`config.mk`:
```
export PLATFORM = sky130hd
export DESIGN_NAME = entropy_ctl
export DESIGN_NICKNAME = d
export VERILOG_FILES = /design/src/rtl/entropy_ctl_pkg.sv /design/src/rtl/entropy_ctl_lfsr.sv /design/src/rtl/entropy_ctl_fifo.sv /design/src/rtl/entropy_ctl_seq.sv /design/src/rtl/entropy_ctl.sv
export SDC_FILE = /design/constraint.sdc
export NUM_CORES = 1
export LEC_CHECK = 0
export ABC_AREA = 1
export CORE_MARGIN = 2
export CORE_UTILIZATION = 35
export CTS_CLUSTER_DIAMETER = 80
export DETAILED_ROUTE_END_ITERATION = 8
export DONT_BUFFER_PORTS = 1
export GPL_ROUTABILITY_DRIVEN = 0
export HOLD_SLACK_MARGIN = 0.12
export PLACE_DENSITY = 0.62
export SYNTH_ARGS = -nofsm -noshare
export SYNTH_HDL_FRONTEND = slang
export SYNTH_SLANG_ARGS = --single-unit
```
`constraint.sdc`:
```
create_clock -name clk -period 2.93 [get_ports clk]
set_clock_uncertainty 0.1 [all_clocks]
set_input_delay 0.293 -clock clk [delete_from_list [all_inputs] [get_ports clk]]
set_output_delay 0.293 -clock clk [all_outputs]
set_load 0.02 [all_outputs]
```
`src/rtl/entropy_ctl_pkg.sv`:
```
package entropy_ctl_pkg;
  localparam logic [7:0] OFS_CMD  = 8'h04;
  localparam logic [7:0] OFS_CTRL = 8'h08;
  localparam logic [7:0] OFS_STAT = 8'h0C;
  localparam logic [7:0] OFS_ERR  = 8'h10;
  localparam logic [7:0] OFS_FIFO = 8'h14;

  localparam int CMD_TEST = 0;
  localparam int CMD_SEED = 1;
  localparam int CMD_CLRI = 4;
  localparam int CMD_CLRE = 5;

  localparam int CTL_MDONE = 5;
  localparam int CTL_MERR  = 6;

  localparam int ST_TDONE  = 4;
  localparam int ST_SDONE  = 5;
  localparam int ST_LVL_LO = 8;
  localparam int ST_LVL_W  = 4;
  localparam int ST_ERR    = 16;

  localparam int ER_TEST = 1;
  localparam int ER_STAT = 3;

  typedef enum logic {OP_TEST = 1'b0, OP_SEED = 1'b1} op_e;
endpackage

```
`src/rtl/entropy_ctl_lfsr.sv`:
```
module entropy_ctl_lfsr #(
  parameter int W = 32,
  parameter logic [W-1:0] TAPS = 32'h8020_0003,
  parameter logic [W-1:0] SEED = 32'hACE1_2468
) (
  input  logic         clk,
  input  logic         rst_n,
  input  logic         adv,
  output logic [W-1:0] word
);
  logic [W-1:0] st_q, st_n;

  always_comb begin
    st_n = st_q;
    if (adv) st_n = {1'b0, st_q[W-1:1]} ^ (st_q[0] ? TAPS : '0);
  end

  always_ff @(posedge clk or negedge rst_n) begin
    if (!rst_n) st_q <= SEED;
    else if (adv) st_q <= st_n;
  end

  assign word = st_q;

  // the generator never locks up in the all-zero state
  a_r7_nonzero_state: assert property (@(posedge clk) disable iff (!rst_n)
    st_q != '0);
endmodule

```
`src/rtl/entropy_ctl_fifo.sv`:
```
module entropy_ctl_fifo #(
  parameter int W     = 32,
  parameter int DEPTH = 16
) (
  input  logic                         clk,
  input  logic                         rst_n,
  input  logic                         push,
  input  logic [W-1:0]                 wdata,
  input  logic                         pop,
  output logic [W-1:0]                 head,
  output logic [$clog2(DEPTH+1)-1:0]   count
);
  localparam int AW = (DEPTH > 1) ? $clog2(DEPTH) : 1;
  localparam int CW = $clog2(DEPTH+1);

  logic [AW-1:0] wp_q, wp_n, rp_q, rp_n;
  logic [CW-1:0] cnt_q, cnt_n;
  logic [DEPTH-1:0][W-1:0] slots;

  for (genvar g = 0; g < DEPTH; g++) begin : g_slot
    logic [W-1:0] q;
    logic         we;
    assign we = push && (wp_q == AW'(g));
    always_ff @(posedge clk) begin
      if (we) q <= wdata;
    end
    assign slots[g] = q;
  end

  always_comb begin
    wp_n  = wp_q;
    rp_n  = rp_q;
    cnt_n = cnt_q;
    if (push) wp_n = (wp_q == AW'(DEPTH-1)) ? '0 : wp_q + 1'b1;
    if (pop)  rp_n = (rp_q == AW'(DEPTH-1)) ? '0 : rp_q + 1'b1;
    if (push && !pop) cnt_n = cnt_q + 1'b1;
    else if (pop && !push) cnt_n = cnt_q - 1'b1;
  end

  always_ff @(posedge clk or negedge rst_n) begin
    if (!rst_n) begin
      wp_q  <= '0;
      rp_q  <= '0;
      cnt_q <= '0;
    end else begin
      wp_q  <= wp_n;
      rp_q  <= rp_n;
      cnt_q <= cnt_n;
    end
  end

  assign head  = slots[rp_q];
  assign count = cnt_q;

  // the writer never pushes into a full queue
  a_r6_no_overflow: assert property (@(posedge clk) disable iff (!rst_n)
    push |-> (cnt_q < CW'(DEPTH)));
  // the reader never pops an empty queue
  a_r7_no_underflow: assert property (@(posedge clk) disable iff (!rst_n)
    pop |-> (cnt_q != '0));
endmodule

```
`src/rtl/entropy_ctl_seq.sv`:
```
module entropy_ctl_seq
  import entropy_ctl_pkg::*;
#(
  parameter int SEED_CYC = 64,
  parameter int TEST_CYC = 32
) (
  input  logic clk,
  input  logic rst_n,
  input  logic go_seed,
  input  logic go_test,
  output logic busy,
  output logic fin,
  output op_e  fin_op
);
  localparam int MAXC  = (SEED_CYC > TEST_CYC) ? SEED_CYC : TEST_CYC;
  localparam int CNT_W = (MAXC > 1) ? $clog2(MAXC) : 1;

  logic             busy_q, busy_n;
  logic [CNT_W-1:0] cnt_q, cnt_n;
  op_e              op_q, op_n;

  always_comb begin
    busy_n = busy_q;
    cnt_n  = cnt_q;
    op_n   = op_q;
    if (busy_q) begin
      if (cnt_q == '0) busy_n = 1'b0;
      else cnt_n = cnt_q - 1'b1;
    end else if (go_test) begin
      busy_n = 1'b1;
      op_n   = OP_TEST;
      cnt_n  = CNT_W'(TEST_CYC - 1);
    end else if (go_seed) begin
      busy_n = 1'b1;
      op_n   = OP_SEED;
      cnt_n  = CNT_W'(SEED_CYC - 1);
    end
  end

  always_ff @(posedge clk or negedge rst_n) begin
    if (!rst_n) begin
      busy_q <= 1'b0;
      cnt_q  <= '0;
      op_q   <= OP_TEST;
    end else begin
      busy_q <= busy_n;
      cnt_q  <= cnt_n;
      op_q   <= op_n;
    end
  end

  assign busy   = busy_q;
  assign fin    = busy_q && (cnt_q == '0);
  assign fin_op = op_q;

  // a running operation keeps its kind and counts down regardless of new starts
  a_r5_busy_locked: assert property (@(posedge clk) disable iff (!rst_n)
    (busy_q && cnt_q != '0) |=> (busy_q && $stable(op_q) && cnt_q == $past(cnt_q) - 1'b1));
  // an idle sequencer stays idle without a start request
  a_r3_idle_hold: assert property (@(posedge clk) disable iff (!rst_n)
    (!busy_q && !go_seed && !go_test) |=> !busy_q);
endmodule

```
`src/rtl/entropy_ctl.sv`:
```
module entropy_ctl
  import entropy_ctl_pkg::*;
#(
  parameter int          DATA_W     = 32,
  parameter int          FIFO_DEPTH = 16,
  parameter int          SEED_CYC   = 64,
  parameter int          TEST_CYC   = 32,
  parameter logic [31:0] LFSR_SEED  = 32'hACE1_2468
) (
  input  logic              clk,
  input  logic              rst_n,
  input  logic              bus_wr,
  input  logic              bus_rd,
  input  logic [7:0]        bus_addr,
  input  logic [DATA_W-1:0] bus_wdata,
  output logic [DATA_W-1:0] bus_rdata,
  input  logic              force_stat_err,
  output logic              irq
);
  localparam int CW      = $clog2(FIFO_DEPTH+1);
  localparam int LVL_MAX = (1 << ST_LVL_W) - 1;

  // reset: asynchronous assertion, synchronous release
  logic [1:0] rst_pipe;
  logic       rst_s;
  always_ff @(posedge clk or negedge rst_n) begin
    if (!rst_n) rst_pipe <= 2'b00;
    else rst_pipe <= {rst_pipe[0], 1'b1};
  end
  assign rst_s = rst_pipe[1];

  logic wdata_unused;
  assign wdata_unused = ^bus_wdata;

  // access decode
  logic wr_cmd, wr_ctrl, rd_fifo;
  assign wr_cmd  = bus_wr && (bus_addr == OFS_CMD);
  assign wr_ctrl = bus_wr && (bus_addr == OFS_CTRL);
  assign rd_fifo = bus_rd && (bus_addr == OFS_FIFO);

  // state
  logic mdone_q, mdone_n, merr_q, merr_n;
  logic tdone_q, tdone_n, sdone_q, sdone_n;
  logic etest_q, etest_n, estat_q, estat_n;
  logic seeded_q, seeded_n;
  logic [DATA_W-1:0] rdata_q, rdata_n;

  // sequencer
  logic busy, fin;
  op_e  fin_op;
  logic go_seed, go_test;
  assign go_test = wr_cmd && bus_wdata[CMD_TEST];
  assign go_seed = wr_cmd && bus_wdata[CMD_SEED];

  entropy_ctl_seq #(.SEED_CYC(SEED_CYC), .TEST_CYC(TEST_CYC)) u_seq (
    .clk(clk), .rst_n(rst_s), .go_seed(go_seed), .go_test(go_test),
    .busy(busy), .fin(fin), .fin_op(fin_op)
  );

  // word source and queue
  logic [CW-1:0]     fifo_count;
  logic [DATA_W-1:0] fifo_head, src_word;
  logic              push, pop;
  assign push = seeded_q && (fifo_count < CW'(FIFO_DEPTH));
  assign pop  = rd_fifo && (fifo_count != '0);

  entropy_ctl_lfsr #(.W(DATA_W), .TAPS(DATA_W'(32'h8020_0003)), .SEED(DATA_W'(LFSR_SEED))) u_src (
    .clk(clk), .rst_n(rst_s), .adv(push), .word(src_word)
  );

  entropy_ctl_fifo #(.W(DATA_W), .DEPTH(FIFO_DEPTH)) u_fifo (
    .clk(clk), .rst_n(rst_s), .push(push), .wdata(src_word), .pop(pop),
    .head(fifo_head), .count(fifo_count)
  );

  // status assembly
  logic                err_any;
  logic [ST_LVL_W-1:0] lvl;
  logic [DATA_W-1:0]   st_word, er_word, ct_word;
  assign err_any = etest_q || estat_q;

  always_comb begin
    if (fifo_count > CW'(LVL_MAX)) lvl = ST_LVL_W'(LVL_MAX);
    else lvl = ST_LVL_W'(fifo_count);
    st_word = '0;
    st_word[ST_TDONE] = tdone_q;
    st_word[ST_SDONE] = sdone_q;
    st_word[ST_LVL_LO +: ST_LVL_W] = lvl;
    st_word[ST_ERR] = err_any;
    er_word = '0;
    er_word[ER_TEST] = etest_q;
    er_word[ER_STAT] = estat_q;
    ct_word = '0;
    ct_word[CTL_MDONE] = mdone_q;
    ct_word[CTL_MERR]  = merr_q;
  end

  // next state
  always_comb begin
    mdone_n  = mdone_q;
    merr_n   = merr_q;
    tdone_n  = tdone_q;
    sdone_n  = sdone_q;
    etest_n  = etest_q;
    estat_n  = estat_q;
    seeded_n = seeded_q;
    rdata_n  = '0;

    if (bus_rd) begin
      case (bus_addr)
        OFS_CTRL: rdata_n = ct_word;
        OFS_STAT: rdata_n = st_word;
        OFS_ERR:  rdata_n = er_word;
        OFS_FIFO: rdata_n = (fifo_count != '0) ? fifo_head : '0;
        default:  rdata_n = '0;
      endcase
    end

    if (wr_ctrl) begin
      mdone_n = bus_wdata[CTL_MDONE];
      merr_n  = bus_wdata[CTL_MERR];
    end

    if (wr_cmd && bus_wdata[CMD_CLRE]) begin
      etest_n = 1'b0;
      estat_n = 1'b0;
      tdone_n = 1'b0;
      sdone_n = 1'b0;
    end else if (wr_cmd && bus_wdata[CMD_CLRI] && !err_any) begin
      tdone_n = 1'b0;
      sdone_n = 1'b0;
    end

    if (fin) begin
      if (fin_op == OP_SEED) begin
        sdone_n  = 1'b1;
        seeded_n = !force_stat_err;
        if (force_stat_err) estat_n = 1'b1;
      end else begin
        tdone_n = 1'b1;
        if (force_stat_err) etest_n = 1'b1;
      end
    end
  end

  // registers
  always_ff @(posedge clk or negedge rst_s) begin
    if (!rst_s) begin
      mdone_q  <= 1'b1;
      merr_q   <= 1'b1;
      tdone_q  <= 1'b0;
      sdone_q  <= 1'b0;
      etest_q  <= 1'b0;
      estat_q  <= 1'b0;
      seeded_q <= 1'b0;
      rdata_q  <= '0;
    end else begin
      mdone_q  <= mdone_n;
      merr_q   <= merr_n;
      tdone_q  <= tdone_n;
      sdone_q  <= sdone_n;
      etest_q  <= etest_n;
      estat_q  <= estat_n;
      seeded_q <= seeded_n;
      rdata_q  <= rdata_n;
    end
  end

  assign bus_rdata = rdata_q;
  assign irq = ((tdone_q || sdone_q) && !mdone_q) || (err_any && !merr_q);

  // an interrupt clear with a recorded error leaves the completion flags alone
  a_r10_clri_blocked: assert property (@(posedge clk) disable iff (!rst_s)
    (wr_cmd && bus_wdata[CMD_CLRI] && !bus_wdata[CMD_CLRE] && err_any && !fin)
      |=> $stable({tdone_q, sdone_q}));
  // an error clear empties the error register and completion flags
  a_r11_clre_wipes: assert property (@(posedge clk) disable iff (!rst_s)
    (wr_cmd && bus_wdata[CMD_CLRE] && !fin)
      |=> (!etest_q && !estat_q && !tdone_q && !sdone_q));
  // a failed seeding pass halts the refill
  a_r8_fail_stops_refill: assert property (@(posedge clk) disable iff (!rst_s)
    (fin && fin_op == OP_SEED && force_stat_err) |=> !seeded_q);
  // while seeded and not full, the queue grows by exactly one word per cycle
  a_r6_refill_rate: assert property (@(posedge clk) disable iff (!rst_s)
    (seeded_q && fifo_count < CW'(FIFO_DEPTH) && !pop) |=> fifo_count == $past(fifo_count) + 1'b1);
  // completion flags can only rise on a completion edge
  a_r5_done_on_fin: assert property (@(posedge clk) disable iff (!rst_s)
    (!fin && !tdone_q && !sdone_q) |=> (!tdone_q && !sdone_q));
endmodule

```
==> results of run 1 <==
## path summary, 6_finish.rpt
path	slack (ns)	endpoint	from
worst max-delay path	0.09	mdone_q	bus_addr[0]
worst min-delay path	0.13	bus_rdata[5]	bus_addr[4]
worst max register to register	0.51	u_fifo.count[3]	u_fifo.count[4]
worst min register to register	0.25	rst_pipe[1]	rst_pipe[0]
max in group asynchronous	1.63	merr_q	rst_pipe[1]
min in group asynchronous	0.27	u_seq.cnt_q[3]	rst_pipe[1]
## per-layer routing
metal / share of wire (%) / vias to the layer above / wire length, um
li1: - / 7070 / -
met1: 41 / 7642 / 24300
met2: 49 / 552 / 28800
met3: 6.6 / 100 / 3870
met4: 3.0 / 0 / 1750
met5: 0 / - / 0
## sequential cells by signal, indices dropped and copies added (netlist names), 2 cells and up
name,count
rst_pipe,2
bus_rdata,32
u_seq.cnt_q,6
u_fifo.count,5
u_fifo.g_slot.q,512
u_fifo.wp_q,4
u_src.word,32
u_fifo.rp_q,4
## cell usage after synthesis, types with 4 or more instances
cell,n,share of area [%]
buf_4,22,0.68
nor2_1,154,2.4
a21oi_1,69,1.4
xnor2_1,4,0.14
o21ai_1,23,0.48
buf_2,56,1.2
nand3_1,241,5.0
buf_6,9,0.42
xor2_1,5,0.18
o21ai_0,112,2.3
nand2_1,526,8.2
nand4_1,8,0.21
dfrtp_1,79,8.2
o21bai_1,7,0.22
ha_1,10,0.52
inv_1,70,1.1
a31oi_1,12,0.31
buf_1,5,0.078
o22ai_1,17,0.44
dfstp_2,15,1.6
clkbuf_1,20,0.31
edfxtp_1,512,64
o211ai_1,14,0.43
## critical path, cell delays in order
cell and delay, ns:
dlygate4sd3_1 0.58, nor2_4 0.12, dlygate4sd3_1 0.59, nand2_2 0.09, nor3_4 0.27, nand3_1 0.12, dlygate4sd3_1 0.59, nand2_1 0.08
dlygate4sd3_1 0.55
## cell families after synthesis
| family | count (synthesis) | share of synthesized area [%] |
|---|---|---|
| other | 1 | 0.0155 |
| and+or+nand+nor | 940 | 16.1 |
| adders and majority gates | 11 | 0.600 |
| buffers and inverters | 188 | 3.84 |
| AOI/OAI and AO/OA | 257 | 5.72 |
| DFF | 606 | 73.4 |
| xor gates and xnor gates | 9 | 0.326 |
## area by class of cell
class                      instances  area (um^2)  share of cell area [%]
inverter                          76          290                    1.05
sequential                       606        17800                    64.4
clock buffer                      81         1650                    5.97
tap                              882         1100                    4.00
timing repair buffer              77          866                    3.14
clock inverter                    25          258                   0.934
multi-input combinational       1218         5660                    20.5
## repair_timing
item                                   in CTS  in global routing
hold buffers                               25                  2
setup buffers                               0                  2
resized for setup                           0                  5
setup endpoints to repair                   0                  4
endpoints found under the hold margin      25                 10
## report_power, final
group | total [mW] | internal (mW) | leakage (nW) | switching, mW
clock network | 7.42 | 4.27 | 0.943 | 3.15
logic | 3.46 | 1.03 | 3.18 | 2.43
registers | 12.8 | 11.4 | 5.86 | 1.34
total | 23.7 | 16.7 | 9.99 | 6.92
## cells in the final DEF (no fill, tap or decap), drive strengths merged
master and instances:
a21oi 69, a31oi 12, buf 52, bufinv 4, clkbuf 81, clkinv 18
clkinvlp 1, conb 1, dfrtp 79, dfstp 15, dlygate4sd3 25, edfxtp 512
fa 1, ha 10, inv 78, nand2 527, nand3 242, nand3b 1
nand4 8, nor2 156, nor3 5, o211ai 14, o21ai 135, o21bai 7
o22a 1, o22ai 17, o31ai 2, or2 1, xnor2 4, xor2 5
==> key figures, run 1 <==
Outcome
  – Status: completed

Logic synthesis
  – Cells after Synth: 2012
  – FFs w/ async S/R, synth: 15.5%
  – Most used DFF post-synth: edfxtp_1
  – Post-Syn Area: 24200 um^2
  – Distinct cells, synth: 38
  – Ys Warns: 0
  – Mapped Nets: 2068
  – Post-synthesis register bit count: 606
  – Post-Syn Area per Cell: 12.0 um^2
  – Post-synthesis sequential area ratio: 73.4%
  – Number of flops mapped to enable cells by yosys: roughly 510

Timing
  – Pins over their slew limit: 0
  – Setup ws final: a little under 0.09 ns
  – RSZ-0062 raised after global routing: no
  – F_max: between 300 and 400 MHz
  – TNS Setup: 0 ns
  – Period utilization: a little over nine tenths
  – Fin Hold WS: 0.127 ns
  – Relative slew slack: 49.6%
  – Final Hold Vio Count: 0
  – Min Tclk post-route: 2.84 ns
  – Setup violations, final: 0
  – Tightest Pin Transition: 0.757 ns

Pwr
  – Power after layout: 23.7 mW
  – Highest ir drop seen on vdd: roughly 580 uV
  – Cell Pwr Density: approximately 860 nW/um^2
  – Leak: 9.99 nW

Floorplan
  – Io pins: about 80
  – DIE WIDTH: 267 um
  – Area of the core: ~70000 um^2
  – Die area: 71200 um^2
  – Die Span Y: roughly 270 um
  – Initial Util: a little over a third
  – Std cell rows: 96

Place
  – Buffers on Ports: 0
  – Dpl ws: around 0.46 ns
  – HPWL after DPL: 32000 um
  – Placed inst area: 25400 um^2
  – DP Cell Count: 2833

Routing
  – DRT iter0 DRCs: approximately 1600
  – DRT Pass-1 Iters: 7
  – Drt drc: 0
  – Vias: 15364
  – Avg WL per Cell: 19.8 um
  – Post-DRT Antenna Nets: 0
  – Vias per cell: 5.18
  – Wirelength, routed: about 59000 um

GRT
  – Vias in the first global route: approximately 15000
  – GRT Total Usage: 16.4%
  – Congestion Overflow GR: 0
  – GRT busiest layer: met2
  – Met2 GRT Util: 27.8%
  – Initial antenna violation count: 0
  – Met1 usage: 21.6%
  – Largest net degree at the start of global routing: 138
  – First-pass GRT wire length: 89300 um
  – Met3 Track Usage GR: 2.51%

Critical path
  – Worst setup SP type: primary input
  – CP Capture Type: flop
  – Critical path peak fanout: 6
  – R2r worst-path depth: 13
  – Critical path class: primary input to flop
  – Crit path DAT: 3.28 ns
  – Critical Path RT: 3.37 ns

Clocking
  – CTS tree: built
  – CTS Buf Count: 56
  – # clock sinks: 606
  – Clock latency on the worst-skew pair: a little over 0.6 ns
  – Clock transition at path regs: 0.06 ns
  – CTS HTree Levels: 2
  – Max Root-Sink Buffers: 3
  – CTS root buffer: clkbuf_16

Final layout
  – Final nets: about 2100
  – Final core occ: about two fifths
  – Final Non-Filler Cells: between 2000 and 3000
  – Syn-to-layout area delta: 14.1%
  – Fraction of layout cells with a size suffix above 1: 9.27%
  – Design area: 27600 um^2
  – Fill count: 6249
  – # diodes: 0

Hold path
  – Worst Hold Class: primary input to flop
  – Min-Delay Path Depth: 7

Job
  – Max Cap Viol: 0
(Power assumes the default switching activity.)
==> run 2, diff against run 1 <==
Settings changed: REMOVE_ABC_BUFFERS set to 1.
==> run 2 against run 1 <==
Fmax is essentially flat. Final cell count grew 0.91%. Clock power grew 3%. First-iteration DRC count shrank 5.6%. Critical endpoint is now bus_rdata[5]. Routed wire length grew 4.9%. Combinational power grew 3%. Design area grew 0.80%. Register-to-register slack lost 0.33 ns. Critical path type unchanged. Power grew 1.1%. Critical path depth grew 2. Global-route usage grew 0.78 points.
==> key figures, run 2 (same netlist as run 1, synthesis figures left out) <==
Timing
  – Period utilization: 97.1% (was 97.0%)
  – Final Hold Vio Count: 0 (unchanged)
  – Min Tclk post-route: 2.84 ns (about the same)
  – F_max: 352 MHz (about the same)
  – TNS Setup: 0 ns (unchanged)
  – Tightest Pin Transition: 0.829 ns (was 0.757 ns)
  – Pins over their slew limit: 0 (unchanged)
  – Setup ws final: 0.0857 ns (was 0.0867 ns)
  – Relative slew slack: 44.8% (was 49.6%)
  – RSZ-0062 raised after global routing: no (unchanged)
  – Setup violations, final: 0 (unchanged)

Floorplan
  – Area of the core: 68500 um^2 (unchanged)
  – Die Span Y: 267 um (unchanged)
  – Initial Util: 35.3% (unchanged)
  – Io pins: 78 (unchanged)
  – DIE WIDTH: 267 um (unchanged)
  – Die area: 71200 um^2 (unchanged)
  – Std cell rows: 96 (unchanged)

GRT
  – Largest net degree at the start of global routing: 91 (was 138)
  – Congestion Overflow GR: 0 (unchanged)
  – Vias in the first global route: 15254 (was 14749)
  – Initial antenna violation count: 0 (unchanged)
  – GRT Total Usage: 17.2% (was 16.4%)
  – First-pass GRT wire length: 92400 um (was 89300 um)

Hold path
  – Worst Hold Class: primary input to flop (unchanged)
  – Min-Delay Path Depth: 5 (was 7)
  – Hold Path End: u_seq.cnt_q[3] (was bus_rdata[5])
  – HP Start: bus_addr[6] (was bus_addr[4])

Pwr
  – Power after layout: 23.9 mW (was 23.7 mW)
  – Cell Pwr Density: 861 nW/um^2 (was 858 nW/um^2)
  – Highest ir drop seen on vdd: 482 uV (was 582 uV)
  – Leak: 10.1 nW (was 9.99 nW)

Critical path
  – Most frequent CP cell: dlygate4sd3_1 (unchanged)
  – Critical Path RT: 3.38 ns (was 3.37 ns)
  – Slowest-stage cell, CP: dlygate4sd3_1 (unchanged)
  – Worst flop-to-flop path endpoint: bus_rdata[5] (was u_fifo.count[3])
  – Critical path peak fanout: 4 (was 6)
  – R2R setup slack: 0.18 ns (was 0.51 ns)
  – Critical path class: primary input to flop (unchanged)
  – CP Capture Type: flop (unchanged)
  – R2r startpoint: u_fifo.rp_q[0] (was u_fifo.count[4])
  – WP buf/inv: 4 (unchanged)
  – Crit path DAT: 3.30 ns (was 3.28 ns)
  – R2r worst-path depth: 9 (was 13)
  – Max incr delay on CP: 0.57 ns (was 0.59 ns)
  – Delay-heaviest family, CP: buffers and inverters (unchanged)
  – CP cell instances: dlygate4sd3_1 > nor2_1 > dlygate4sd3_1 > nand2_1 > nor3_4 > nor2_1 > nand2_1 > nand2_1 > dlygate4sd3_1 > a21oi_1 > dlygate4sd3_1 (was dlygate4sd3_1 > nor2_4 > dlygate4sd3_1 > nand2_2 > nor3_4 > nand3_1 > dlygate4sd3_1 > nand2_1 > dlygate4sd3_1)
  – Worst setup SP type: primary input (unchanged)

Final layout
  – Commonest non-fill, non-tap cell in the layout: nand2_1 (unchanged)
  – Largest reg by FF count: u_fifo.g_slot.q (unchanged)
  – Fraction of layout cells with a size suffix above 1: 10.0% (was 9.27%)
  – Area of the multi-input gates: 5660 um^2 (about the same)
  – Most frequent cells in the layout: nand2_1 (524), edfxtp_1 (512), nand3_1 (241) (unchanged)
  – Syn-to-layout area delta: 15.0% (was 14.1%)
  – Final nets: 2115 (was 2091)
  – Fill count: 6347 (was 6249)
  – Design area: 27800 um^2 (was 27600 um^2)
  – # diodes: 0 (unchanged)
  – Storage cell area: 17800 um^2 (unchanged)
  – Largest register FFs: 512 (unchanged)

Clocking
  – CTS tree: built (unchanged)
  – # clock sinks: 606 (unchanged)
  – CTS HTree Levels: 2 (unchanged)
  – Max Root-Sink Buffers: 3 (unchanged)
  – Clock latency on the worst-skew pair: 0.62 ns (was 0.61 ns)
  – CTS Buf Count: 59 (was 56)
  – Clock transition at path regs: 0.06 ns (about the same)
  – CTS root buffer: clkbuf_16 (unchanged)

Routing
  – Avg WL per Cell: 20.6 um (was 19.8 um)
  – Vias per cell: 5.17 (was 5.18)
  – Wirelength, routed: 61600 um (was 58700 um)
  – DRT iter0 DRCs: 1528 (was 1619)
  – Drt drc: 0 (unchanged)
  – Vias: 15478 (was 15364)
  – Post-DRT Antenna Nets: 0 (unchanged)
  – DRT Pass-1 Iters: 8 (was 7)

Place
  – Buffers on Ports: 0 (unchanged)
  – HPWL after DPL: 32900 um (was 32000 um)
  – Placed inst area: 25500 um^2 (was 25400 um^2)
  – Dpl ws: 0.399 ns (was 0.461 ns)

Outcome
  – Status: completed (unchanged)

Job
  – Max Cap Viol: 0 (unchanged)
[run 2: cell types whose count changed in the layout (fill, tap and decap cells not counted), moves of 2 or more]
| cell | delta |
|---|---|
| buf_4 | +16 |
| clkbuf_1 | +6 |
| dlygate4sd3_1 | +4 |
| clkbuf_8 | -2 |
| clkinv_2 | +3 |
| nor2_2 | +2 |
| clkbuf_16 | +3 |
[run 2: worst reg2reg max path: stages (launching register included)]
cell and delay, ns:
dfrtp_4 0.64, inv_6 0.36, buf_4 0.38, nand2_1 0.09
nand3_1 0.09, nand3_1 0.09, nand3_1 0.09, nand3_1 0.11
a21oi_1 0.15, dlygate4sd3_1 0.57
[run 2: cell type report]
cell class | count | area share (%)
Inverter | 76 | 1.05
Clock buffer | 88 | 6.17
Multi-Input combinational cell | 1218 | 20.3
Clock inverter | 24 | 0.851
Tap cell | 882 | 3.97
Timing Repair Buffer | 98 | 3.74
Sequential cell | 606 | 63.9
[run 2: what timing repair did]
action,in CTS,in global routing
hold buffers,29,2
buffers inserted,0,1
setup endpoints to repair,0,4
resized for setup,0,8
hold endpoints to repair,25,9
[run 2: through the flow]
| step | std cells | hold WS, ns | utilization, % |
|---|---|---|---|
| after CTS | 2990 | 0.199 | 40.5 |
| after floorplan | 1900 | -0.103 | - |
| after detailed placement | 2849 | -0.102 | 37.3 |
| after global placement | 2849 | -0.102 | 37.3 |
| final | 2992 | 0.179 | 40.6 |
| after global routing | 2992 | 0.191 | 40.6 |
[run 2: worst max path at each step]
stage              startpoint               to  slack, ns  depth (start not counted)
2_1_floorplan  u_fifo.rp_q[0]    bus_rdata[13]      -4.45                          7
3_3_place_gp      bus_addr[1]  u_fifo.count[3]       0.45                         14
3_5_place_dp      bus_addr[1]  u_fifo.count[3]       0.40                         14
4_1_cts           bus_addr[4]     u_seq.fin_op       0.07                         11
5_1_grt           bus_addr[4]     bus_rdata[5]       0.04                         11
6_report          bus_addr[4]     bus_rdata[5]       0.09                         11
[run 2: metal layers]
metal	vias to the layer above	share of wire (%)	global-route usage [%]
li1	7124	-	-
met1	7693	43	23.2
met2	540	47	28.4
met5	-	0	0
met4	0	3.1	5.98
met3	121	6.4	2.53
[run 2: power breakdown]
part           leakage [nW]  switching [mW]  total, mW  internal [mW]
clock network         0.964            3.22       7.62           4.40
logic                  3.30            2.51       3.56           1.06
registers              5.86            1.30       12.7           11.4
total                  10.1            7.02       23.9           16.9
